--- src/rtl/refsw_pkg.sv ---
package refsw_pkg;
   typedef enum logic [1:0] {
      ST_NORMAL = 2'd0,
      ST_HOLD   = 2'd1,
      ST_MEAS   = 2'd2
   } refsw_state_e;
endpackage

--- src/rtl/refsw_delay_line.sv ---
module refsw_delay_line #(
   parameter int W = 16
) (
   input  logic         clk,
   input  logic         rst_n,
   input  logic         trig,
   input  logic [W-1:0] dly,
   output logic         pulse
);
   logic [W-1:0] rem_q;
   logic         busy_q;
   logic         zero_dly;

   assign zero_dly = (dly == '0);
   assign pulse    = (trig && zero_dly) || (busy_q && rem_q == W'(1));

   always_ff @(posedge clk or negedge rst_n) begin
      if (!rst_n) begin
         rem_q  <= '0;
         busy_q <= 1'b0;
      end else if (trig && !zero_dly) begin
         rem_q  <= dly;
         busy_q <= 1'b1;
      end else if (busy_q) begin
         rem_q  <= rem_q - W'(1);
         if (rem_q == W'(1)) busy_q <= 1'b0;
      end
   end

   // a running countdown never sits at zero
   p_count_nonzero_r2: assert property (@(posedge clk) disable iff (!rst_n)
      busy_q |-> rem_q != '0);
   // the countdown steps by one each cycle unless it is reloaded
   p_count_step_r2: assert property (@(posedge clk) disable iff (!rst_n)
      (busy_q && rem_q != W'(1) && !trig) |=> (busy_q && rem_q == $past(rem_q) - W'(1)));
endmodule

--- src/rtl/refsw_phase_meter.sv ---
module refsw_phase_meter #(
   parameter int W = 16
) (
   input  logic         clk,
   input  logic         rst_n,
   input  logic         start,
   input  logic         run,
   input  logic [W-1:0] period,
   output logic         expired,
   output logic [W-1:0] new_dly
);
   localparam int CW = W + 1;

   logic [CW-1:0] cnt_q;
   logic [CW-1:0] limit;
   logic [CW-1:0] per_x;
   logic [CW-1:0] resid;

   assign per_x   = {1'b0, period};
   assign limit   = {period, 1'b0};
   assign expired = run && (cnt_q >= limit);
   assign resid   = (cnt_q >= per_x) ? cnt_q - per_x : cnt_q;
   assign new_dly = (resid == '0) ? '0 : W'(per_x - resid);

   always_ff @(posedge clk or negedge rst_n) begin
      if (!rst_n)                      cnt_q <= '0;
      else if (start)                  cnt_q <= CW'(1);
      else if (run && cnt_q < limit)   cnt_q <= cnt_q + CW'(1);
   end

   // the measurement count never passes the two-period window
   p_cnt_bounded_r7: assert property (@(posedge clk) disable iff (!rst_n)
      (run && $stable(period) && cnt_q <= limit) |=> (cnt_q <= limit || !run || start));
endmodule

--- src/rtl/refsw_switch_fsm.sv ---
module refsw_switch_fsm
   import refsw_pkg::*;
(
   input  logic         clk,
   input  logic         rst_n,
   input  logic         en,
   input  logic         sel_change,
   input  logic         fb_evt,
   input  logic         ref_evt,
   input  logic         expired,
   output refsw_state_e state,
   output logic         start,
   output logic         load,
   output logic         err
);
   refsw_state_e st_q, st_d;
   logic         err_q, err_d;

   assign state = st_q;
   assign err   = err_q;
   assign start = en && st_q == ST_HOLD && !sel_change && fb_evt;
   assign load  = en && st_q == ST_MEAS && !sel_change && !expired && ref_evt;

   always_comb begin
      st_d  = st_q;
      err_d = err_q;
      if (!en) begin
         st_d  = ST_NORMAL;
         err_d = 1'b0;
      end else begin
         if (ref_evt) err_d = 1'b0;
         unique case (st_q)
            ST_NORMAL: if (sel_change) st_d = ST_HOLD;
            ST_HOLD:   if (start) st_d = ST_MEAS;
            ST_MEAS: begin
               if (sel_change)   st_d = ST_HOLD;
               else if (expired) begin
                  st_d  = ST_HOLD;
                  err_d = 1'b1;
               end else if (ref_evt) st_d = ST_NORMAL;
            end
            default: st_d = ST_NORMAL;
         endcase
      end
   end

   always_ff @(posedge clk or negedge rst_n) begin
      if (!rst_n) begin
         st_q  <= ST_NORMAL;
         err_q <= 1'b0;
      end else begin
         st_q  <= st_d;
         err_q <= err_d;
      end
   end

   // a switch seen in Normal with correction on enters holdover
   p_switch_holds_r3: assert property (@(posedge clk) disable iff (!rst_n)
      (en && st_q == ST_NORMAL && sel_change) |=> st_q == ST_HOLD);
   // correction off always lands in Normal
   p_off_normal_r9: assert property (@(posedge clk) disable iff (!rst_n)
      !en |=> st_q == ST_NORMAL);
   // a switch during a measurement returns to holdover
   p_restart_r8: assert property (@(posedge clk) disable iff (!rst_n)
      (en && st_q == ST_MEAS && sel_change) |=> st_q == ST_HOLD);
   // an error flag only exists outside Normal
   p_err_in_hold_r7: assert property (@(posedge clk) disable iff (!rst_n)
      err_q |-> st_q != ST_NORMAL);
endmodule

--- src/rtl/refsw_phase_corrector.sv ---
module refsw_phase_corrector
   import refsw_pkg::*;
#(
   parameter int W = 16
) (
   input  logic         clk,
   input  logic         rst_n,
   input  logic         ref_a,
   input  logic         ref_b,
   input  logic         use_b,
   input  logic         corr_en,
   input  logic         fb_pulse,
   input  logic [W-1:0] nom_period,
   output logic         vref_pulse,
   output logic         holdover,
   output logic         meas_err,
   output logic [W-1:0] delay_cyc
);
   generate
      if (W < 4) begin : g_bad_width
         $error("refsw_phase_corrector: W must be at least 4");
      end
   endgenerate

   logic         sel_q;
   logic         sel_change;
   logic         ref_evt;
   logic         expired;
   logic         start;
   logic         load;
   logic         err;
   logic [W-1:0] new_dly;
   logic [W-1:0] dly_q;
   logic [W-1:0] dly_eff;
   refsw_state_e state;

   assign ref_evt    = use_b ? ref_b : ref_a;
   assign sel_change = use_b ^ sel_q;
   assign dly_eff    = !corr_en ? '0 : (load ? new_dly : dly_q);
   assign holdover   = (state != ST_NORMAL);
   assign meas_err   = err;
   assign delay_cyc  = dly_q;

   always_ff @(posedge clk or negedge rst_n) begin
      if (!rst_n) begin
         sel_q <= 1'b0;
         dly_q <= '0;
      end else begin
         sel_q <= use_b;
         if (!corr_en)  dly_q <= '0;
         else if (load) dly_q <= new_dly;
      end
   end

   refsw_switch_fsm u_fsm (
      .clk        (clk),
      .rst_n      (rst_n),
      .en         (corr_en),
      .sel_change (sel_change),
      .fb_evt     (fb_pulse),
      .ref_evt    (ref_evt),
      .expired    (expired),
      .state      (state),
      .start      (start),
      .load       (load),
      .err        (err)
   );

   refsw_phase_meter #(.W(W)) u_meter (
      .clk     (clk),
      .rst_n   (rst_n),
      .start   (start),
      .run     (state == ST_MEAS),
      .period  (nom_period),
      .expired (expired),
      .new_dly (new_dly)
   );

   refsw_delay_line #(.W(W)) u_dline (
      .clk   (clk),
      .rst_n (rst_n),
      .trig  (ref_evt),
      .dly   (dly_eff),
      .pulse (vref_pulse)
   );

   // a freshly loaded delay is below the nominal period
   p_load_in_range_r5: assert property (@(posedge clk) disable iff (!rst_n)
      (load && corr_en && nom_period != '0) |=> (delay_cyc < nom_period));
   // correction off clears the delay by the next cycle
   p_off_zero_r9: assert property (@(posedge clk) disable iff (!rst_n)
      !corr_en |=> delay_cyc == '0);
   // an error flag implies holdover at the boundary
   p_err_hold_r7: assert property (@(posedge clk) disable iff (!rst_n)
      meas_err |-> holdover);
endmodule

--- config.mk ---
export PLATFORM = sky130hd
export DESIGN_NAME = refsw_phase_corrector
export DESIGN_NICKNAME = d
export VERILOG_FILES = /design/src/rtl/refsw_pkg.sv /design/src/rtl/refsw_delay_line.sv /design/src/rtl/refsw_phase_meter.sv /design/src/rtl/refsw_switch_fsm.sv /design/src/rtl/refsw_phase_corrector.sv
export SDC_FILE = /design/constraint.sdc
export NUM_CORES = 1
export LEC_CHECK = 0
export BUFFER_PORTS_ARGS = -buffer_cell sky130_fd_sc_hd__buf_2
export CAP_MARGIN = 10
export CORE_ASPECT_RATIO = 0.5
export CORE_MARGIN = 5
export CORE_UTILIZATION = 49
export DETAILED_ROUTE_END_ITERATION = 16
export PLACE_DENSITY = 0.75
export SYNTH_ARGS = -nofsm -noshare
export SYNTH_HDL_FRONTEND = slang
export SYNTH_HIERARCHICAL = 1
export SYNTH_SLANG_ARGS = --single-unit
--- constraint.sdc ---
create_clock -name clk -period 9.9 [get_ports clk]
set_clock_uncertainty 0.15 [all_clocks]
set_input_delay 2.475 -clock clk [delete_from_list [all_inputs] [get_ports clk]]
set_output_delay 2.475 -clock clk [all_outputs]
set_load 0.01 [all_outputs]
==> metrics.txt <==
sequential fraction of the synthesis area 25.18%; max-slew violation count 0; period utilisation layout 103.4%; clk slew on worst S/H paths 70 ps; Post-Syn Area 5366 µm²; IO Pins 42; syn nets 696; Final Critical Period 10230 ps; wire length of the first global-routing pass 26650 µm; P_leak 3.236 nW; GRT Residual Overflow 0; sw frac 37.65%; synthesis-to-finish area growth 29.33%; crit path launch nom_period[14]; CTS Buf Count 5; ANT nets after route 0; DR WL/cell 17.22 µm; vias in the first global route 5294; Avg Cell Area, Syn 8.505 µm²; critical path data required time 7280 ps; Post-Syn Instances 631; pwr dens 133.6 nW/µm²; worst hold path class flop to flop; DRC Markers 0; Crit. End Element output pin; Post-CTS Hold Fix Bufs 0; starting density of the core 49.49%; Setup WS pre-CTS -425.1 ps; CTS Root Cell clkbuf_16; slew margin rel. 42.74%; DRT Pass-1 Iters 7; worst skew pair latency 300 ps; crit path max-delay cell type or4_4; NumNets Final 854; DR vias 5484; DRT iter0 DRCs 517; largest net degree at the start of global routing 55; Vias per Instance 5.865; routed wl met3 1081 µm; initial antenna violation count 0; Distinct cells, synth 85; CTS tree yes; HPWL after DPL 12590 µm; RSZ-0062 raised after global routing yes; YS warnings 6; Pint 578.3 µW; Routability Congestion 0.9837; critical path class input port to output pin; # H-tree levels 2; Rows 27; clock sink count 54; prevailing post-synth register cell dfrtp_1; Tot Pwr 927.5 µW; #FFs+latches synth 54; clock share of power 22.7%; worst stage delay on the critical path 450 ps; uppermost routed layer met4; Critical Path Fanout Max 4; CP arrival 7610 ps; commonest non-fill, non-tap cell in the layout buf_4; most frequent cells in the layout 126 x buf_4, 64 x nor2_1, 54 x dfrtp_1; hold slack 428.3 ps; final hold vios 0; area of the multi-input gates 3944 µm²; max-cap violation count 0; Tightest Pin Transition 859.0 ps; startpoint type of the worst setup path input port; Chip Height 84 µm; Die Area 13270 µm²; Peak VDD IR 115.1 µV; drt total wl 16100 µm; FF/Latch Area 1351 µm²; met1 wire length 7373 µm; f_max 97.71 MHz; Post-CTS Setup Bufs 0; Flop pwr share 33.7%; I/O Buffers 41; Post-synth EDFFs 0; WP buf/inv 3; Post-synth ARST share 100.0%; fillers 899; Core ar. 10840 µm²; Die X 158 µm; GRT Total Usage 24.55%; clock buffer depth 2; outcome complete, but fails checks; Setup WS post-layout -334.2 ps; RR Startpoint u_meter/cnt_q[0]; failing checks negative setup slack; Finish-stage setup viols 1; delay-heaviest family, CP compound AO/OA/AOI/OAI gates; switching power 349.3 µW; min-delay src u_dline/rem_q[14]; metal2 WL 7422 µm; share of layout cells above drive strength 1 30.25%; n_diodes 0; Combinational Power Share 43.7%
==> final cells by class <==
cell class | instances | area share (%)
multi-input combinational | 525 | 56.82
clock inverter | 2 | 0.5589
timing repair buffer | 167 | 16.59
clock buffer | 6 | 2.001
sequential | 54 | 19.47
inverter | 36 | 1.947
tap | 145 | 2.614
==> through the flow <==
step	area, µm²	instances	util, %	setup TNS [ps]
floorplan	5465	631	-	0
global placement	6681	927	61.61	-335.1
detailed placement	6681	927	61.61	-425.1
CTS	6893	935	63.56	-349.2
global route	6940	935	64.00	-615.7
finish	6940	935	64.00	-334.2
==> metal layers <==
metal	vias up	global-route usage, %
met5	-	0
met4	0	5.263
met3	27	4.454
met2	218	39.40
met1	2583	34.51
li1	2656	-
==> worst reg2reg max path, cell delays in order, from the launching register on <==
cell and delay (ps):
dfrtp_1 490, inv_1 160, ha_1 170, inv_1 50, fa_1 380, a211oi_1 310, o21ai_0 180, a21oi_1 220
o21ai_0 150, a2111o_1 440, a31o_2 250, a21oi_1 160, xnor2_1 140, mux2i_1 140, ha_1 350, inv_1 80
o41ai_2 390, mux2i_1 130, mux2i_1 140, nor2b_1 80, or4_4 510, buf_4 160, o41ai_4 600, buf_4 380
nor2_1 90, a31oi_1 140
==> kinds of logic (layout without fill, tap and decap cells) <==
| family | count (synthesis) | in the layout | share of synthesized area, % |
|---|---|---|---|
| AOI/OAI and AO/OA | 176 | 176 | 22.85 |
| xor gates and xnor gates | 47 | 47 | 7.671 |
| DFF | 54 | 54 | 25.18 |
| buffers and inverters | 52 | 211 | 4.733 |
| and+or+nand+nor | 230 | 230 | 23.69 |
| adders and majority gates | 46 | 46 | 10.84 |
| muxes | 26 | 26 | 5.036 |
==> power by group through the flow <==
stage	Clock [mW]	Combinational (mW)	Sequential, mW
final	0.210	0.405	0.312
after floorplan	0	0.263	0.301
after CTS	0.213	0.400	0.310
after detailed placement	0	0.394	0.314
after global routing	0.224	0.448	0.318
after global placement	0	0.384	0.312
==> Yosys cell counts (4+ instances only) <==
cell type | instances | area (µm²)
nor4_1 | 9 | 56.30
o21a_1 | 15 | 112.6
nor2b_1 | 21 | 131.4
nor4b_1 | 4 | 35.03
dfrtp_1 | 54 | 1351
clkbuf_1 | 5 | 18.77
a211oi_1 | 5 | 37.54
buf_6 | 4 | 45.04
a31oi_1 | 6 | 37.54
o31ai_1 | 10 | 75.07
a21oi_2 | 4 | 35.03
o21bai_1 | 4 | 30.03
nor2_1 | 67 | 251.5
ha_1 | 40 | 500.5
xor2_1 | 16 | 140.1
a21oi_1 | 51 | 255.2
nand2_1 | 25 | 93.84
and2_1 | 5 | 31.28
mux2_2 | 4 | 45.04
a21o_1 | 11 | 82.58
nor3_1 | 12 | 60.06
nand4_1 | 16 | 100.1
xnor2_1 | 31 | 271.5
inv_1 | 36 | 135.1
mux2i_1 | 21 | 210.2
o21ai_0 | 28 | 140.1
or4_1 | 10 | 75.07
nand3_1 | 21 | 105.1
nand2b_1 | 7 | 43.79
==> final timing paths <==
| kind | end | slack (ps) | cells past startpoint |
|---|---|---|---|
| max in group asynchronous | u_meter/cnt_q[13] | 6990 | 2 |
| min in group asynchronous | u_dline/rem_q[0] | 2150 | 2 |
| min | u_dline/rem_q[14] | 430 | 2 |
| max | vref_pulse | -330 | 27 |
| max reg2reg | u_dline/rem_q[14] | 3380 | 25 |
| min reg2reg | u_dline/rem_q[14] | 430 | 2 |
==> state kept, by name (all words and copies together) (netlist names) <==
| name | flops |
|---|---|
| u_dline/busy_q | 1 |
| sel_q | 1 |
| delay_cyc | 16 |
| u_fsm/state | 2 |
| u_meter/cnt_q | 17 |
| u_fsm/err | 1 |
| u_dline/rem_q | 16 |
==> repair_timing <==
action,CTS,global route
pin swaps,6,3
resized for setup,5,10
endpoints found under the setup margin,1,1
Power figures use the tool's default switching activity.
